File: src/rtl/sdram_init_pkg.sv
package sdram_init_pkg;

  typedef enum logic [2:0] {
    ST_IDLE,
    ST_PWR,
    ST_PALL,
    ST_TRP,
    ST_REF,
    ST_TRC,
    ST_MRS,
    ST_POST
  } init_st_e;

  // Mode word: burst length 1, CAS latency in bits 6:4, single-write flag
  // in bit 9, then shifted by the byte-lane offset of the data bus.
  function automatic logic [15:0] mode_word(input logic cl3, input logic bus32,
                                            input logic burst_wr);
    logic [15:0] raw;
    raw = 16'h0000;
    raw[6:4] = cl3 ? 3'd3 : 3'd2;
    raw[9]   = ~burst_wr;
    return bus32 ? (raw << 2) : (raw << 1);
  endfunction

endpackage

File: src/rtl/sdram_init_timer.sv
module sdram_init_timer #(
  parameter int WIDTH = 16
) (
  input  logic             clk,
  input  logic             rst_n,
  input  logic             load,
  input  logic [WIDTH-1:0] load_val,
  input  logic             dec,
  output logic             zero
);
  logic [WIDTH-1:0] cnt_q, cnt_d;

  always_comb begin
    cnt_d = cnt_q;
    if (load) begin
      cnt_d = load_val;
    end else if (dec && (cnt_q != '0)) begin
      cnt_d = cnt_q - 1'b1;
    end
  end

  always_ff @(posedge clk or negedge rst_n) begin
    if (!rst_n) begin
      cnt_q <= '0;
    end else if (load || dec) begin
      cnt_q <= cnt_d;
    end
  end

  assign zero = (cnt_q == '0);
endmodule

File: src/rtl/sdram_init_cmdenc.sv
module sdram_init_cmdenc
  import sdram_init_pkg::*;
#(
  parameter int ADDR_W = 13
) (
  input  init_st_e          state,
  input  logic              cl3,
  input  logic              bus32,
  input  logic              burst_wr,
  output logic              cs_n,
  output logic              ras_n,
  output logic              cas_n,
  output logic              we_n,
  output logic [ADDR_W-1:0] addr
);
  localparam int PALL_BIT = 10;
  logic [15:0] mword;

  assign mword = mode_word(cl3, bus32, burst_wr);

  always_comb begin
    {cs_n, ras_n, cas_n, we_n} = 4'b0111;
    addr = '0;
    unique case (state)
      ST_IDLE: {cs_n, ras_n, cas_n, we_n} = 4'b1111;
      ST_PALL: begin
        {cs_n, ras_n, cas_n, we_n} = 4'b0010;
        addr[PALL_BIT] = 1'b1;
      end
      ST_REF:  {cs_n, ras_n, cas_n, we_n} = 4'b0001;
      ST_MRS: begin
        {cs_n, ras_n, cas_n, we_n} = 4'b0000;
        addr = mword[ADDR_W-1:0];
      end
      default: ;
    endcase
  end
endmodule

File: src/rtl/sdram_init_seq.sv
module sdram_init_seq
  import sdram_init_pkg::*;
#(
  parameter int ADDR_W  = 13,
  parameter int PWR_W   = 16,
  parameter int NUM_REF = 8
) (
  input  logic              clk,
  input  logic              rst_n,
  input  logic              start_i,
  input  logic [1:0]        trp_wait_i,
  input  logic [1:0]        trc_wait_i,
  input  logic              cas_lat3_i,
  input  logic              bus32_i,
  input  logic              burst_wr_i,
  input  logic [PWR_W-1:0]  pwr_wait_i,
  output logic              sd_cs_n_o,
  output logic              sd_ras_n_o,
  output logic              sd_cas_n_o,
  output logic              sd_we_n_o,
  output logic [ADDR_W-1:0] sd_addr_o,
  output logic              busy_o,
  output logic              done_o
);
  localparam int REF_W = $clog2(NUM_REF + 1);

  // reset: asserted asynchronously, released on a clock edge
  logic [1:0] rst_sync_q;
  logic       rst_int_n;
  always_ff @(posedge clk or negedge rst_n) begin
    if (!rst_n) rst_sync_q <= 2'b00;
    else        rst_sync_q <= {rst_sync_q[0], 1'b1};
  end
  assign rst_int_n = rst_sync_q[1];

  init_st_e         st_q, st_d;
  logic [REF_W-1:0] ref_q, ref_d;
  logic             done_q, done_d;
  logic [1:0]       trp_q, trc_q;
  logic             cl3_q, bus32_q, bwr_q;
  logic             accept;
  logic             t_load, t_dec, t_zero;
  logic [PWR_W-1:0] t_val;

  assign accept = (st_q == ST_IDLE) && start_i;

  always_comb begin
    st_d   = st_q;
    ref_d  = ref_q;
    done_d = 1'b0;
    t_load = 1'b0;
    t_dec  = 1'b0;
    t_val  = '0;
    unique case (st_q)
      ST_IDLE: if (start_i) begin
        if (pwr_wait_i == '0) begin
          st_d = ST_PALL;
        end else begin
          st_d   = ST_PWR;
          t_load = 1'b1;
          t_val  = pwr_wait_i - 1'b1;
        end
      end
      ST_PWR: begin
        t_dec = 1'b1;
        if (t_zero) st_d = ST_PALL;
      end
      ST_PALL: begin
        st_d   = ST_TRP;
        ref_d  = '0;
        t_load = 1'b1;
        t_val  = {{(PWR_W-2){1'b0}}, trp_q};
      end
      ST_TRP: begin
        t_dec = 1'b1;
        if (t_zero) st_d = ST_REF;
      end
      ST_REF: begin
        st_d   = ST_TRC;
        ref_d  = ref_q + 1'b1;
        t_load = 1'b1;
        t_val  = {{(PWR_W-2){1'b0}}, trc_q};
      end
      ST_TRC: begin
        t_dec = 1'b1;
        if (t_zero) st_d = (ref_q == REF_W'(NUM_REF)) ? ST_MRS : ST_REF;
      end
      ST_MRS:  st_d = ST_POST;
      ST_POST: begin
        st_d   = ST_IDLE;
        done_d = 1'b1;
      end
      default: st_d = ST_IDLE;
    endcase
  end

  always_ff @(posedge clk or negedge rst_int_n) begin
    if (!rst_int_n) begin
      st_q   <= ST_IDLE;
      ref_q  <= '0;
      done_q <= 1'b0;
    end else begin
      st_q   <= st_d;
      ref_q  <= ref_d;
      done_q <= done_d;
    end
  end

  always_ff @(posedge clk or negedge rst_int_n) begin
    if (!rst_int_n) begin
      trp_q   <= '0;
      trc_q   <= '0;
      cl3_q   <= 1'b0;
      bus32_q <= 1'b0;
      bwr_q   <= 1'b0;
    end else if (accept) begin
      trp_q   <= trp_wait_i;
      trc_q   <= trc_wait_i;
      cl3_q   <= cas_lat3_i;
      bus32_q <= bus32_i;
      bwr_q   <= burst_wr_i;
    end
  end

  sdram_init_timer #(.WIDTH(PWR_W)) u_timer (
    .clk      (clk),
    .rst_n    (rst_int_n),
    .load     (t_load),
    .load_val (t_val),
    .dec      (t_dec),
    .zero     (t_zero)
  );

  sdram_init_cmdenc #(.ADDR_W(ADDR_W)) u_enc (
    .state    (st_q),
    .cl3      (cl3_q),
    .bus32    (bus32_q),
    .burst_wr (bwr_q),
    .cs_n     (sd_cs_n_o),
    .ras_n    (sd_ras_n_o),
    .cas_n    (sd_cas_n_o),
    .we_n     (sd_we_n_o),
    .addr     (sd_addr_o)
  );

  assign busy_o = (st_q != ST_IDLE);
  assign done_o = done_q;
endmodule

File: config.mk
export PLATFORM = sky130hd
export DESIGN_NAME = sdram_init_seq
export DESIGN_NICKNAME = d
export VERILOG_FILES = /design/src/rtl/sdram_init_pkg.sv /design/src/rtl/sdram_init_timer.sv /design/src/rtl/sdram_init_cmdenc.sv /design/src/rtl/sdram_init_seq.sv
export SDC_FILE = /design/constraint.sdc
export NUM_CORES = 1
export LEC_CHECK = 0
export BUFFER_PORTS_ARGS = -buffer_cell sky130_fd_sc_hd__buf_4
export CORE_MARGIN = 1.5
export CORE_UTILIZATION = 30
export DETAILED_ROUTE_END_ITERATION = 16
export SYNTH_ARGS = -nofsm -noshare
export SYNTH_HDL_FRONTEND = slang
export SYNTH_SLANG_ARGS = --single-unit
export TNS_END_PERCENT = 30
File: constraint.sdc
create_clock -name clk -period 1.3 [get_ports clk]
set_input_delay 0.13 -clock clk [delete_from_list [all_inputs] [get_ports clk]]
set_output_delay 0.13 -clock clk [all_outputs]
set_load 0.005 [all_outputs]
# Word-level counts from Yosys, hierarchy flattened
# Index checks and enable logic that the tools add are counted.
# totals
reg_bits	33
output_inout_bits	19
inputBits	26
# classes
add_sub_neg	3
muxes	27
bitwise_logic	1
n_eq_ne	12
reduce_logical	17
# ops
operator	n
16-bit 2-to-1 mux	4
16-bit one-hot mux with 3 select lines	1
16-bit zero test	2
16-bit by 1-bit subtractor with 16-bit output (second input constant)	2
3-bit one-hot mux with 8 select lines	1
16-bit nonzero test	1
3-bit == test (second input constant)	4
12-bit 2-to-1 mux	1
3-bit 2-to-1 mux	4
10-bit 2-to-1 mux	1
1-bit 2-to-1 mux	9
2-bit inequality test (second input constant)	4
4-bit one-hot mux with 2 select lines	1
3-bit by 2-bit == test with 1-bit output (second input constant)	2
2-bit 2-to-1 mux	3
2-bit OR reduction	3
3-bit OR reduction	2
4-bit by 1-bit adder with 4-bit output (second input constant)	1
4-bit == test (second input constant)	1
1-bit one-hot mux with 2 select lines	2
4-bit AND reduction	1
2-bit nonzero test	2
3-bit by 1-bit == test with 1-bit output (second input constant)	1
3-bit zero test	1
5 further kinds	6

# Depth between registers and ports, before layout
# Gate-level depths: netlist of the first run.
# logic_depth
depth_word	6
mapped_depth	9
depth_no_buf	8

# Hierarchy
# Synthesis of the first run repeated with hierarchy kept, for this count alone.
# hier_totals
cells_unflattened	266
hier_area_um2	2359.8
# modules_own_cells
mod	n_inst	seq_area_each_um2	area_per_inst_um2	cells_each
sdram_init_seq	1	425.4	1169.9	133
sdram_init_timer	1	400.4	1029.7	111
sdram_init_cmdenc	1	0.0	160.2	22

# Worst setup path before layout of the first run
# OpenSTA, ideal clock, no wires.
# synth_path
path_type	register to register
startpoint	register u_timer.cnt_q[6]
endpoint	register u_timer.cnt_q[2]
slack_ns	-0.894
setup_ns	0.131
stages_incl_launch_ff	8
t_arrival_ns	2.063
synth_period_minus_slack_ns	2.194
t_required_ns	1.169
cell_sequence	dfrtp_1 or3_4 or4_4 o41a_1 buf_6 nand2_1 xor2_1 o22ai_1
# synth_via
elab_chain_len	4
# synth_rtl
element	line_no	rtl
start: declaration	sdram_init_timer.sv:11	logic [WIDTH-1:0] cnt_q, cnt_d;
start signal: assignment	sdram_init_timer.sv:26	cnt_q <= cnt_d;
16-bit nonzero test	sdram_init_timer.sv:17	end else if (dec && (cnt_q != '0)) begin
1-bit logical AND	sdram_init_timer.sv:17	
2-bit nonzero test (no source line)	n/a	
2-bit AND reduction (no source line)	n/a	
# No other way between the ends.
# A chain may end at the register's enable or synchronous reset.

# Worst setup path after layout of the first run
# layout_path
startpoint	register u_timer.cnt_q[10]
endpoint	register u_timer.cnt_q[3]
# Same word-level chain as after synthesis.

==> results.md, run 1 <==
Status:
- The flow ran to the end, but the final reports show violations.
- The final reports fail on negative setup slack.

Timing:
- Clock skew on the completed layout was measured at 6.42 ps.
- The time the worst path needs with I/O delays and setup is about 2300 ps.
- After layout, the worst setup slack is -1020 ps.
- Setup repair after global routing could not meet its margin everywhere.
- The count of pins over their slew limit is 0.
- Hold is met by ~72 ps.
- Static timing analysis puts the maximum clock frequency at 431 MHz.
- The final critical-path share of the clock period is 179%.
- The final count of hold timing violations is 0.
- Setup violations remaining at the end of the flow were counted as 36.

Hold path:
- The worst hold path startpoint is burst_wr_i.
- The hold-critical path depth is 2.
- The worst hold path belongs to the class input port to register.
- The capture endpoint of the worst hold path is bwr_q$_DFFE_PN0P_.

Synthesis:
- Ranked by instance count, the synthesized netlist is headed by dfrtp_1 (33), nor2_1 (27), nand2_1 (21).
- For this run, the register share of the synthesized area comes to 37.0%.
- The number of synthesized register bits is 33.
- The number of warnings printed during yosys synthesis is 0.
- In the post-synthesis netlist, the biggest area contributors are dfrtp_1 (37%), xor2_1 (5.5%), nor2_1 (4.5%).
- The netlist uses 54 different library cells.
- Summing every instance area after synthesis gives 2230 um^2.
- The most area-hungry cell type in the Yosys netlist is dfrtp_1.
- In the synthesized netlist the async set-or-reset flop fraction comes to 100%.
- After technology mapping, the gate count stands at 252.
- The most used flip-flop cell after synthesis is dfrtp_1.
- The most frequently used cell type in the post-synthesis netlist is dfrtp_1.
- Each instance of the synthesized netlist takes up on average 8.87 um^2.
- Counting flops with a built-in enable in the synthesized netlist gives 0.
- The area share of the leading cell type in the synthesized netlist is a little under two fifths.

Drt:
- After detailed routing, the average wire length per cell comes to about 13 um.
- Using the TritonRoute via totals, the vias-per-cell ratio works out to 4.72.
- The number of remaining DRC errors is 0.
- The total routed wirelength is about 6.0 mm.
- The number of DRC markers after the initial detailed-route iteration is 86.
- The count of nets left with antenna violations once routing finished came out at 0.
- The pre-antenna-repair detailed-routing pass consisted of 4 iterations.
- The routed via count is 2227.

Power:
- The highest ir drop seen on vdd is between 600 and 700 uV.
- The leakage component of the power is 1.59 nW.
- The overall power is 7.66 mW.
- The power density over cell area is 2180 nW/um^2.

Placement:
- Buffers placed on the I/O ports in this run total 36.
- The congestion estimate from routability-driven global placement came to roughly 0.86.
- The area after detailed placement is 3130 um^2.
- Detailed placement finished with a half-perimeter wire length of 4.45 mm.

Worst setup path:
- The startpoint of the most critical register-to-register path is u_timer.cnt_q[10]$_DFFE_PN0P_.
- The largest single stage delay on the critical path is roughly 510 ps.
- The worst-case register-to-register setup slack is -1020 ps.
- The timing startpoint of the critical path is u_timer.cnt_q[10]$_DFFE_PN0P_.
- The critical path in this run is classified as register to register.
- In this run the worst path has a maximum fanout of 4.
- The slowest stage of the critical path is the or4_4 cell.
- The worst setup path is captured at a register.
- Data arrives at the worst endpoint at 2490 ps.
- The length in cells of the worst reg-to-reg path is 8.
- Data on the critical path is required at its endpoint by 1470 ps.
- The worst flop-to-flop path endpoint is u_timer.cnt_q[3]$_DFFE_PN0P_.
- Walking the worst path, the cells encountered are or3_4, or4_4, buf_6, o41ai_4, buf_4, nor4_2, xnor2_1, o22ai_1.
- STA classifies the critical path startpoint as a register.

Die:
- The effective utilization at floorplan is 31.0%.
- After floorplanning, the core was divided into 31 placement rows.
- The floorplan step defined a die boundary enclosing about 8000 um^2.
- The total core area is 7210 um^2.
- The die outline width is 89.3 um.
- The height of the chip is 89.3 um.
- 45 I/O pins were placed.

Global routing:
- The number of antenna violations at the first check in global routing is 0.
- The wire length of the first global-routing pass is 9.67 mm.
- The number of global-route vias before repair is 2121.
- Entering global routing, the biggest net connects 32 pins.
- The global route total overflow is 0.
- Across every metal layer, demand over resource in global routing totals 15.8%.

Clock tree:
- CTS built an H-tree with a depth of 2.
- The longest clock path from root to sink contains 2 buffers.
- The clock latency at the later pin of the worst-skew pair is between 200 and 300 ps.
- The clock drives 33 sinks.
- The total clock buffers created by CTS is 5.
- The TritonCTS clock tree is done.
- The cell at the root of the clock tree is clkbuf_8.
- After clock tree synthesis, the clock-pin slew on the worst setup and hold paths is around 70 ps.

Layout:
- For this run, the post-layout net count is 403.
- The finished cells cover ~3500 um^2.
- In the final layout, the share of cells above drive strength 1 is 45.6%.
- The number of diodes added for antenna fixing is 0.
- Counting the fill cells in the layout gives approximately 680.
- Compared with the post-synthesis result, the final layout area differs by 57.4%.

Job:
- The max-capacitance violation count is 0.
kinds of logic after synthesis:
kind of cell | synth area share (%)
xor gates and xnor gates | 8.62
DFF | 37.0
and+or+nand+nor | 23.2
muxes | 3.47
adders and majority gates | 2.80
buffers and inverters | 7.45
other | 0.336
AOI/OAI and AO/OA | 17.1
area by class of cell:
type	instances	area (um^2)	area share [%]
clock buffer	5	68.8	1.96
clock inverter	3	68.8	1.96
inverter	10	40.0	1.14
multi-input combinational	200	1430	40.5
sequential	33	826	23.5
tap	99	124	3.52
timing repair buffer	122	965	27.4
per-stage QoR:
stage                     setup TNS (ps)  cells  utilization, %  worst slack [ps]
after floorplan                   -16850    259               -              -893
after global placement            -18900    459            43.4             -1000
after detailed placement          -19590    459            43.4             -1050
after CTS                         -20170    469            47.6             -1020
after global routing              -22340    472            48.8             -1110
final                             -19760    472            48.8             -1020
critical path, delay by kind of cell, from the launching register on:
kind	cells	cell delay, ps
AO/OA/AOI/OAI	2	370
XOR/XNOR	1	150
buffers and inverters	2	350
flip-flops	1	380
AND/OR/NAND/NOR	3	950
worst max path at each step:
stage | to | slack [ps] | cells past startpoint
floorplan | u_timer.cnt_q[2]$_DFFE_PN0P_ | -890 | 7
global placement | u_timer.cnt_q[7]$_DFFE_PN0P_ | -1000 | 6
detailed placement | u_timer.cnt_q[7]$_DFFE_PN0P_ | -1050 | 6
CTS | u_timer.cnt_q[5]$_DFFE_PN0P_ | -1020 | 6
global route | u_timer.cnt_q[3]$_DFFE_PN0P_ | -1110 | 8
finish | u_timer.cnt_q[3]$_DFFE_PN0P_ | -1020 | 8
report_power, final:
part / leakage (nW) / internal, mW / switching, mW / total, mW
Sequential: 0.417 / 1.45 / 0.290 / 1.74
Clock: 0.0687 / 0.772 / 0.408 / 1.18
Combinational: 1.11 / 2.58 / 2.15 / 4.74
Total: 1.59 / 4.80 / 2.85 / 7.66
routing by layer:
layer | GRT usage (%) | routed length, um | vias to the layer above
met4 | 6.29 | 117 | 0
met1 | 20.5 | 2740 | 1043
met5 | 0 | 0 | -
met2 | 26.7 | 2910 | 50
li1 | - | - | 1123
met3 | 2.12 | 197 | 11
sequential cells by signal, indices dropped and copies added (netlist names):
name,count
u_timer.cnt_q,16
ref_q,4
st_q,3
rst_sync_q,2
trc_q,2
trp_q,2
bus32_q,1
bwr_q,1
cl3_q,1
done_o,1
what timing repair did:
item	CTS	global route
setup endpoints to repair	38	39
resized for setup	39	17
cloned	0	0
endpoints found under the hold margin	2	0
buffers inserted	1	3
hold buffers	1	0
pin swaps	19	9
placed cells by master, fill, tap and decap left out, types with 4 or more instances in the layout:
master,count
dfrtp_1,33
nor2_1,26
mux2_4,6
nand2_1,20
xor2_1,14
xnor2_1,8
inv_1,7
nor4_1,4
clkbuf_8,5
or3_4,5
a21oi_1,10
o21ai_1,8
ha_1,4
o21ai_0,4
buf_4,112
nor3_2,5
buf_6,7
nor3_1,5
o22ai_1,10
nand3_1,6
conb_1,9
No activity file was read; power rests on OpenSTA's default activity.
==> run 2, diff against run 1 <==
--- a/config.mk
+++ b/config.mk
@@ -5,6 +5,7 @@
 export SDC_FILE = /design/constraint.sdc
 export NUM_CORES = 1
 export LEC_CHECK = 0
+export ABC_AREA = 1
 export BUFFER_PORTS_ARGS = -buffer_cell sky130_fd_sc_hd__buf_4
 export CORE_MARGIN = 1.5
 export CORE_UTILIZATION = 30
==> run 2 against run 1 <==
The run still ends with negative setup slack left. Combinational power increased by 7.0%. Sequential share of layout area is 3.0 points lower. Clock skew up 2.2 ps. Global-route usage rose by 1.1 points. Utilization decreased by 0.12 points. Wire length grew 23%. Total power rose by 2.8%.
==> results.md, run 2 <==
Layout:
- The number of flip-flops in the largest register is 16 (unchanged).
- Biggest regs: u_timer.cnt_q (16), ref_q (4), st_q (3) (unchanged).
- The area overhead of the layout relative to synthesis is 54.7% (was 57.4%).
- The most common library cell in the layout ignoring fill and taps was nand2_1 (was buf_4).
- Commonest non-fill, non-tap cells in the layout: nand2_1 (126), buf_4 (118), inv_1 (44), nand3_1 (44), nor2_1 (34) (was buf_4 (112), dfrtp_1 (33), nor2_1 (26), nand2_1 (20), xor2_1 (14)).
- The footprint of the multi-input gates came to 1700 um^2 (was 1430 um^2).
- The final instance count without filler cells is 636 (was 472).
- The number of diodes added for antenna fixing is 0 (unchanged).
- The register with the highest flop count is u_timer.cnt_q (unchanged).
- The number of nets at the end of the flow came to 561 (was 403).
- The layout cell share with drive strength beyond 1 is 37.3% (was 45.6%).
- The sequential cell area came to 828 um^2 (was 826 um^2).
- The number of inserted filler cells in the final layout is 843 (was 679).

Die:
- The total core area came to 8300 um^2 (was 7210 um^2).
- The die footprint came to 9260 um^2 (was 7980 um^2).
- The height of the chip came to 96.3 um (was 89.3 um).
- The die outline width is 96.3 um (was 89.3 um).
- The number of ports placed on the die boundary was 45 (unchanged).
- The row count is 33 (was 31).
- The effective utilization at floorplan is 31.4% (was 31.0%).

Placement:
- The count of buffers from port buffering is 36 (unchanged).
- The setup slack at placement is -273 ps (was -1050 ps).
- The number of placed instances, taps included came to 615 (was 459).
- The global placer's final weighted congestion is 0.846 (was 0.865).
- The post-DP HPWL came to 5.46 mm (was 4.45 mm).

Synthesis:
- The area share of the leading cell type in the synthesized netlist is 31.7% (was 37.0%).
- The number of enable-type register cells in the synthesized netlist is 0 (unchanged).
- The number of synthesized register bits is 33 (unchanged).
- The proportion of register bits with asynchronous set or reset after synthesis is 100% (unchanged).
- Cells taking the most area after synthesis: dfrtp_1 (32%), nand2_1 (19%), nand3_1 (8.8%) (was dfrtp_1 (37%), xor2_1 (5.5%), nor2_1 (4.5%)).
- The most frequently used cell type in the post-synthesis netlist is nand2_1 (was dfrtp_1).
- The number of distinct library cell variants in the gate-level netlist after synthesis is 32 (was 54).
- The synthesized instance count is 399 (was 252).
- The number of warnings printed during yosys synthesis is 0 (unchanged).
- The most common flop cell mapped by yosys is dfrtp_1 (unchanged).
- The mean instance size in the synthesized netlist is 6.54 um^2 (was 8.87 um^2).
- Synth top cells by count: nand2_1 (130), inv_1 (49), nand3_1 (46) (was dfrtp_1 (33), nor2_1 (27), nand2_1 (21)).
- The netlist area before placement is 2610 um^2 (was 2230 um^2).
- The sequential cell area fraction in the yosys report was 31.7% (was 37.0%).
- The most area-hungry cell type in the Yosys netlist is dfrtp_1 (unchanged).

Drt:
- The detailed-router iteration count before antenna repair is 4 (unchanged).
- The routed length per placed instance came to 11.5 um (was 12.6 um).
- The total routed wirelength was 7.34 mm (was 5.96 mm).
- The number of DRC markers after the initial detailed-route iteration is 65 (was 86).
- The number of remaining DRC errors came to 0 (unchanged).
- The detailed-route vias per instance is 4.52 (was 4.72).
- The remaining number of nets flagged by the antenna check after routing is 0 (unchanged).
- The routed via count is 2876 (was 2227).

Timing:
- The number of setup violations in the final report is 33 (was 36).
- The final count of hold timing violations is 0 (unchanged).
- The worst setup skew after layout was 8.58 ps (was 6.42 ps).
- The final sum of negative setup slack is -6170 ps (was -19760 ps).
- The final critical-path share of the clock period was 123% (was 179%).
- The setup slack after layout is -295 ps (was -1020 ps).
- The count of pins over their slew limit came to 0 (unchanged).
- The time the worst path needs with I/O delays and setup is 1600 ps (was 2320 ps).
- The maximum clock rate is 627 MHz (was 431 MHz).
- Unrepaired setup endpoints after global routing: yes (unchanged).

Power:
- The power density over cell area is 1950 nW/um^2 (was 2180 nW/um^2).
- The highest ir drop seen on vdd is 1070 uV (was 693 uV).
- The leakage component of the power is 2.18 nW (was 1.59 nW).

Global routing:
- The global route total overflow came to 0 (unchanged).
- The wire length of the first global-routing pass is 12.2 mm (was 9.67 mm).
- The total routing usage reported by global routing is 16.9% (was 15.8%).
- The largest net degree at the start of global routing was 32 (unchanged).
- The number of antenna violations at the first check in global routing is 0 (unchanged).
- The number of global-route vias before repair is 2767 (was 2121).

Clock tree:
- The clock sink total was 33 (unchanged).
- The cell at the root of the clock tree is clkbuf_8 (unchanged).
- The total clock buffers created by CTS is 5 (unchanged).
- The clock tree buffer depth was 2 (unchanged).
- The CTS H-tree depth was 2 (unchanged).
- The clock-pin slew on the worst setup and hold paths is 70 ps (about the same).
- The clock latency at the later pin of the worst-skew pair is 290 ps (about the same).
- The TritonCTS clock tree is done (unchanged).

Worst setup path:
- The critical path required time is 1170 ps (was 1470 ps).
- The worst stage delay on the critical path is 430 ps (was 510 ps).
- The number of buffer and inverter instances along the worst setup path is 4 (was 2).
- The type of the setup path with the least slack is register to primary output (was register to register).
- Cell breakdown of the critical path: inv_1, nor2_2, buf_6, inv_2, o31ai_4, buf_4 (was or3_4, or4_4, buf_6, o41ai_4, buf_4, nor4_2, xnor2_1, o22ai_1).
- The cell class contributing the biggest share of worst-path delay is flip-flops (was simple AND/OR/NAND/NOR gates).
- The type of element capturing the critical path is a primary output (was register).
- The data arrival time of the worst path is 1470 ps (was 2490 ps).
- The critical-path maximum fanout is 3 (was 4).
- The kind of start point of the critical path is a register (unchanged).
- The slowest cell on the critical path was dfrtp_1 (was or4_4).

Job:
- The max-capacitance violation count is 0 (unchanged).

Status:
- Outcome: finished, violations left (unchanged).
- Violated checks: negative setup slack (unchanged).

Hold path:
- The type of the most critical hold path is input port to register (unchanged).
## run 2: cell count changes in the layout (fill, tap and decap cells not counted), moves of 7 or more
cell and change:
nand3_1 +38, nor2_1 +8, o21ai_0 +7, nand2_1 +106, o22ai_1 -7, inv_1 +37
nor2_2 +12, o21ai_1 -7
## run 2: cells by family after synthesis
| logic type | Yosys count | synth area share, % |
|---|---|---|
| AO/OA/AOI/OAI | 29 | 6.33 |
| XOR/XNOR | 13 | 4.36 |
| adder cells (fa/ha/maj) | 5 | 2.40 |
| buffers and inverters | 66 | 11.8 |
| flip-flops | 33 | 31.7 |
| multiplexers | 1 | 0.432 |
| other | 2 | 0.288 |
| AND/OR/NAND/NOR | 250 | 42.8 |
## run 2: timing repair
action,4_1_cts,5_1_grt
setup buffers,10,2
endpoints found under the hold margin,2,0
resized for setup,43,25
endpoints found under the setup margin,34,35
hold buffers,1,0
pin swaps,5,7
## run 2: layer usage
layer / vias to the layer above / track usage [%] / part of all wire (%)
met2: 47 / 30.4 / 51
met1: 1330 / 20.9 / 45
met4: 0 / 3.31 / 0.52
li1: 1493 / - / -
met5: - / 0 / 0
met3: 6 / 3.00 / 3.9
## run 2: layout make-up
type | count | area share [%]
clock buffers | 7 | 2.14
multi-input cells | 307 | 42.2
clock inverters | 1 | 0.744
repair buffers | 132 | 26.3
inverters | 51 | 4.93
well taps | 105 | 3.25
flip-flops and latches | 33 | 20.5
## run 2: final timing paths
kind	start	to	slack, ps	depth (start not counted)
worst max-delay path	st_q[1]$_DFFE_PN0P_	sd_addr_o[10]	-300	6
max in group asynchronous	rst_sync_q[1]$_DFF_PN0_	st_q[2]$_DFFE_PN0P_	710	1
worst min register to register	rst_sync_q[1]$_DFF_PN0_	u_timer.cnt_q[10]$_DFFE_PN0P_	260	1
worst min-delay path	cas_lat3_i	cl3_q$_DFFE_PN0P_	50	3
min in group asynchronous	rst_n	rst_sync_q[1]$_DFF_PN0_	160	2
worst max register to register	st_q[1]$_DFFE_PN0P_	u_timer.cnt_q[10]$_DFFE_PN0P_	-280	8
## run 2: worst register-to-register path, stage by stage, from the launching register on
cell and delay (ps):
dfrtp_1 430, buf_4 160, buf_4 120, buf_4 140, a21oi_4 150, nand2_4 120, buf_12 170, o21ai_2 130
nand2_1 60
## run 2: per-stage QoR
stage	hold slack, ps	utilization (%)	power [mW]	instance area (um^2)
floorplan	-166	-	4.18	2650
global placement	-86.9	43.1	5.83	3570
detailed placement	-84.8	43.1	5.91	3570
CTS	40.4	47.3	7.52	3920
global route	59.1	48.6	8.51	4040
finish	48.7	48.6	7.87	4040
## run 2: where the power goes
group / internal (mW) / leakage (nW) / switching, mW
registers: 1.44 / 0.417 / 0.322
logic: 2.38 / 1.70 / 2.68
clock network: 0.625 / 0.0585 / 0.410
==> run 3, diff against run 2 <==
--- a/config.mk
+++ b/config.mk
@@ -7,6 +7,7 @@
 export LEC_CHECK = 0
 export ABC_AREA = 1
 export BUFFER_PORTS_ARGS = -buffer_cell sky130_fd_sc_hd__buf_4
+export CAP_MARGIN = 30
 export CORE_MARGIN = 1.5
 export CORE_UTILIZATION = 30
 export DETAILED_ROUTE_END_ITERATION = 16
==> constraint.sdc (replaced) <==
create_clock -name clk -period 1.4 [get_ports clk]
set_input_delay 0.14 -clock clk [delete_from_list [all_inputs] [get_ports clk]]
set_output_delay 0.14 -clock clk [all_outputs]
set_load 0.005 [all_outputs]
==> run 3 against run 2 <==
The run still ends with negative setup slack left. First-iteration DRC count increased by 75%. Register-to-register slack gained 170 ps. Highest routed layer unchanged. Via count is 2.0% lower. Largest power group unchanged. Critical path depth grew 3. Wire length down 5.6%.
==> results.md, run 3 (synthesis results as in run 2) <==
Layout:
- Commonest non-fill, non-tap cells in the layout: nand2_1 (127), buf_4 (98), inv_1 (44), nand3_1 (44), nor2_1 (39) (was nand2_1 (126), buf_4 (118), inv_1 (44), nand3_1 (44), nor2_1 (34)).
- The number of diodes added for antenna fixing is 0 (unchanged).
- The layout cell share with drive strength beyond 1 is 32.1% (was 37.3%).
- The most common library cell in the layout ignoring fill and taps is nand2_1 (unchanged).
- Biggest regs: u_timer.cnt_q (16), ref_q (4), st_q (3) (unchanged).
- The area overhead of the layout relative to synthesis is 44.3% (was 54.7%).
- The share of the core filled with cells is 45.4% (was 48.6%).
- The number of inserted filler cells in the final layout is 833 (was 843).
- The area of all placed cells without fillers came to 3760 um^2 (was 4040 um^2).
- The number of flip-flops in the largest register is 16 (unchanged).
- The register with the highest flop count is u_timer.cnt_q (unchanged).
- The number of nets at the end of the flow is 538 (was 561).

Die:
- The die footprint is 9260 um^2 (unchanged).
- The effective utilization at floorplan was 31.4% (unchanged).
- The number of ports placed on the die boundary is 45 (unchanged).
- The total core area is 8300 um^2 (unchanged).
- The row count is 33 (unchanged).
- The die outline width came to 96.3 um (unchanged).
- The height of the chip is 96.3 um (unchanged).

Worst setup path:
- The startpoint of the most critical register-to-register path is u_timer.cnt_q[1]$_DFFE_PN0P_ (was st_q[1]$_DFFE_PN0P_).
- The data arrival time of the worst path is 1690 ps (was 1470 ps).
- The critical path required time is 1580 ps (was 1170 ps).
- The worst-case register-to-register setup slack is -110 ps (was -280 ps).
- The worst stage delay on the critical path is 400 ps (was 430 ps).
- The type of the setup path with the least slack is register to register (was register to primary output).
- The worst flop-to-flop path endpoint was u_timer.cnt_q[11]$_DFFE_PN0P_ (was u_timer.cnt_q[10]$_DFFE_PN0P_).
- Cell breakdown of the critical path: inv_2, ha_4, nand3_4, nor2_4, nand3b_1, nand2_4, nand2_8, nand2_1, nand2_1 (was inv_1, nor2_2, buf_6, inv_2, o31ai_4, buf_4).
- The slowest cell on the critical path is dfrtp_1 (unchanged).
- The length in cells of the worst reg-to-reg path is 9 (was 8).
- The most numerous cell on the critical path is nand2_1.
- The type of element capturing the critical path is a register (was primary output).
- The kind of start point of the critical path is a register (unchanged).
- The critical-path maximum fanout came to 16 (was 3).

Status:
- Violated checks: negative setup slack (unchanged).
- Outcome: finished, violations left (unchanged).

Timing:
- The worst setup skew after layout is 9.65 ps (was 8.58 ps).
- Static timing analysis puts the maximum clock frequency at ~660 MHz.
- The setup slack after layout is -114 ps (was -295 ps).
- Unrepaired setup endpoints after global routing: yes (unchanged).
- The final count of hold timing violations is 0 (unchanged).
- The number of setup violations in the final report was 26 (was 33).
- The time the worst path needs with I/O delays and setup is 1510 ps.
- The final critical-path share of the clock period is 108%.
- The count of pins over their slew limit is 0 (unchanged).

Power:
- The leakage component of the power is 2.03 nW (was 2.18 nW).
- The highest ir drop seen on vdd is 931 uV (was 1070 uV).
- The power density over cell area is 1780 nW/um^2 (was 1950 nW/um^2).

Global routing:
- The largest net degree at the start of global routing is 32 (unchanged).
- The number of antenna violations at the first check in global routing is 0 (unchanged).
- The total routing usage reported by global routing is 16.1% (was 16.9%).
- The global route total overflow came to 0 (unchanged).
- The number of global-route vias before repair was 2728 (was 2767).
- The wire length of the first global-routing pass is 11.6 mm (was 12.2 mm).

Clock tree:
- The cell at the root of the clock tree is clkbuf_8 (unchanged).
- The clock-pin slew on the worst setup and hold paths is 80 ps (was 70 ps).
- The TritonCTS clock tree was done (unchanged).
- The clock latency at the later pin of the worst-skew pair is 290 ps (about the same).
- The CTS H-tree depth is 2 (unchanged).
- The clock sink total is 33 (unchanged).
- The clock tree buffer depth is 2 (unchanged).
- The total clock buffers created by CTS came to 5 (unchanged).

Hold path:
- The hold-critical path depth is 3 (unchanged).
- The capture endpoint of the worst hold path is trp_q[1]$_DFFE_PN0P_ (was cl3_q$_DFFE_PN0P_).
- The type of the most critical hold path is input port to register (unchanged).
- The worst hold path startpoint is trp_wait_i[1] (was cas_lat3_i).

Drt:
- The number of DRC markers after the initial detailed-route iteration is 114 (was 65).
- The remaining number of nets flagged by the antenna check after routing was 0 (unchanged).
- The routed via count came to 2819 (was 2876).
- The total routed wirelength was 6.93 mm (was 7.34 mm).
- The detailed-route vias per instance is 4.60 (was 4.52).
- The detailed-router iteration count before antenna repair is 5 (was 4).
- The number of remaining DRC errors is 0 (unchanged).
- The routed length per placed instance was 11.3 um (was 11.5 um).

Placement:
- The global placer's final weighted congestion is 0.830 (was 0.846).
- The post-DP HPWL was 5.39 mm (was 5.46 mm).
- The count of buffers from port buffering is 36 (unchanged).
- The area after detailed placement came to 3450 um^2 (was 3570 um^2).

Job:
- The max-capacitance violation count is 0 (unchanged).
[run 3: changes by cell type in the layout (fill, tap and decap cells not counted), sizes merged]
cell,change
buf,-23
clkbuf,-2
clkinv,+1
clkinvlp,+1
[run 3: cell type report]
class,count,area [um^2],share of cell area [%]
clock buffer,5,68.8,1.83
inverter,51,196,5.22
timing repair buffer,109,875,23.2
clock inverter,3,46.3,1.23
sequential,33,828,22.0
tap,105,131,3.49
multi-input combinational,307,1620,43.0
[run 3: worst max-delay path by stage]
stage / start / endpoint / cells after the start
finish: u_timer.cnt_q[1]$_DFFE_PN0P_ / u_timer.cnt_q[11]$_DFFE_PN0P_ / 9
global route: u_timer.cnt_q[0]$_DFFE_PN0P_ / u_timer.cnt_q[11]$_DFFE_PN0P_ / 9
CTS: st_q[1]$_DFFE_PN0P_ / u_timer.cnt_q[10]$_DFFE_PN0P_ / 7
detailed placement: pwr_wait_i[0] / u_timer.cnt_q[11]$_DFFE_PN0P_ / 14
global placement: pwr_wait_i[1] / u_timer.cnt_q[3]$_DFFE_PN0P_ / 14
floorplan: u_timer.cnt_q[1]$_DFFE_PN0P_ / u_timer.cnt_q[8]$_DFFE_PN0P_ / 10
[run 3: worst max-delay path, delay by kind of cell (launching register included)]
kind                       cells  cell delay, ps
and+or+nand+nor                7             770
DFF                            1             400
adders and majority gates      1             150
buffers and inverters          1              90
[run 3: metal layers]
layer / vias up / wire length (um) / GRT usage (%)
met5: - / 0 / 0
met4: 0 / 37 / 2.94
met3: 5 / 249 / 3.00
li1: 1445 / - / -
met2: 43 / 3650 / 30.6
met1: 1326 / 2990 / 18.5
[run 3: per-stage QoR]
step / TNS (ps) / power (mW) / std cells / hold WS, ps / setup WS [ps]
after detailed placement: -2410 / 5.33 / 599 / -75.9 / -166
after global routing: -5310 / 7.34 / 613 / 59.4 / -240
after floorplan: -1090 / 3.88 / 406 / -156 / -100
after global placement: -1710 / 5.25 / 599 / -77.3 / -118
final: -2130 / 6.70 / 613 / 55.5 / -114
after CTS: -2120 / 6.61 / 613 / 55.2 / -116
[run 3: repair_timing]
item,CTS,global route
hold buffers,1,0
setup buffers,5,0
resized for setup,30,15
pin swaps,5,1
setup endpoints to repair,26,37
hold endpoints to repair,2,0
[run 3: report_power, final]
part	switching [mW]	leakage [nW]	internal, mW
registers	0.265	0.417	1.34
clock network	0.384	0.0543	0.533
logic	2.28	1.56	1.90
total	2.93	2.03	3.78
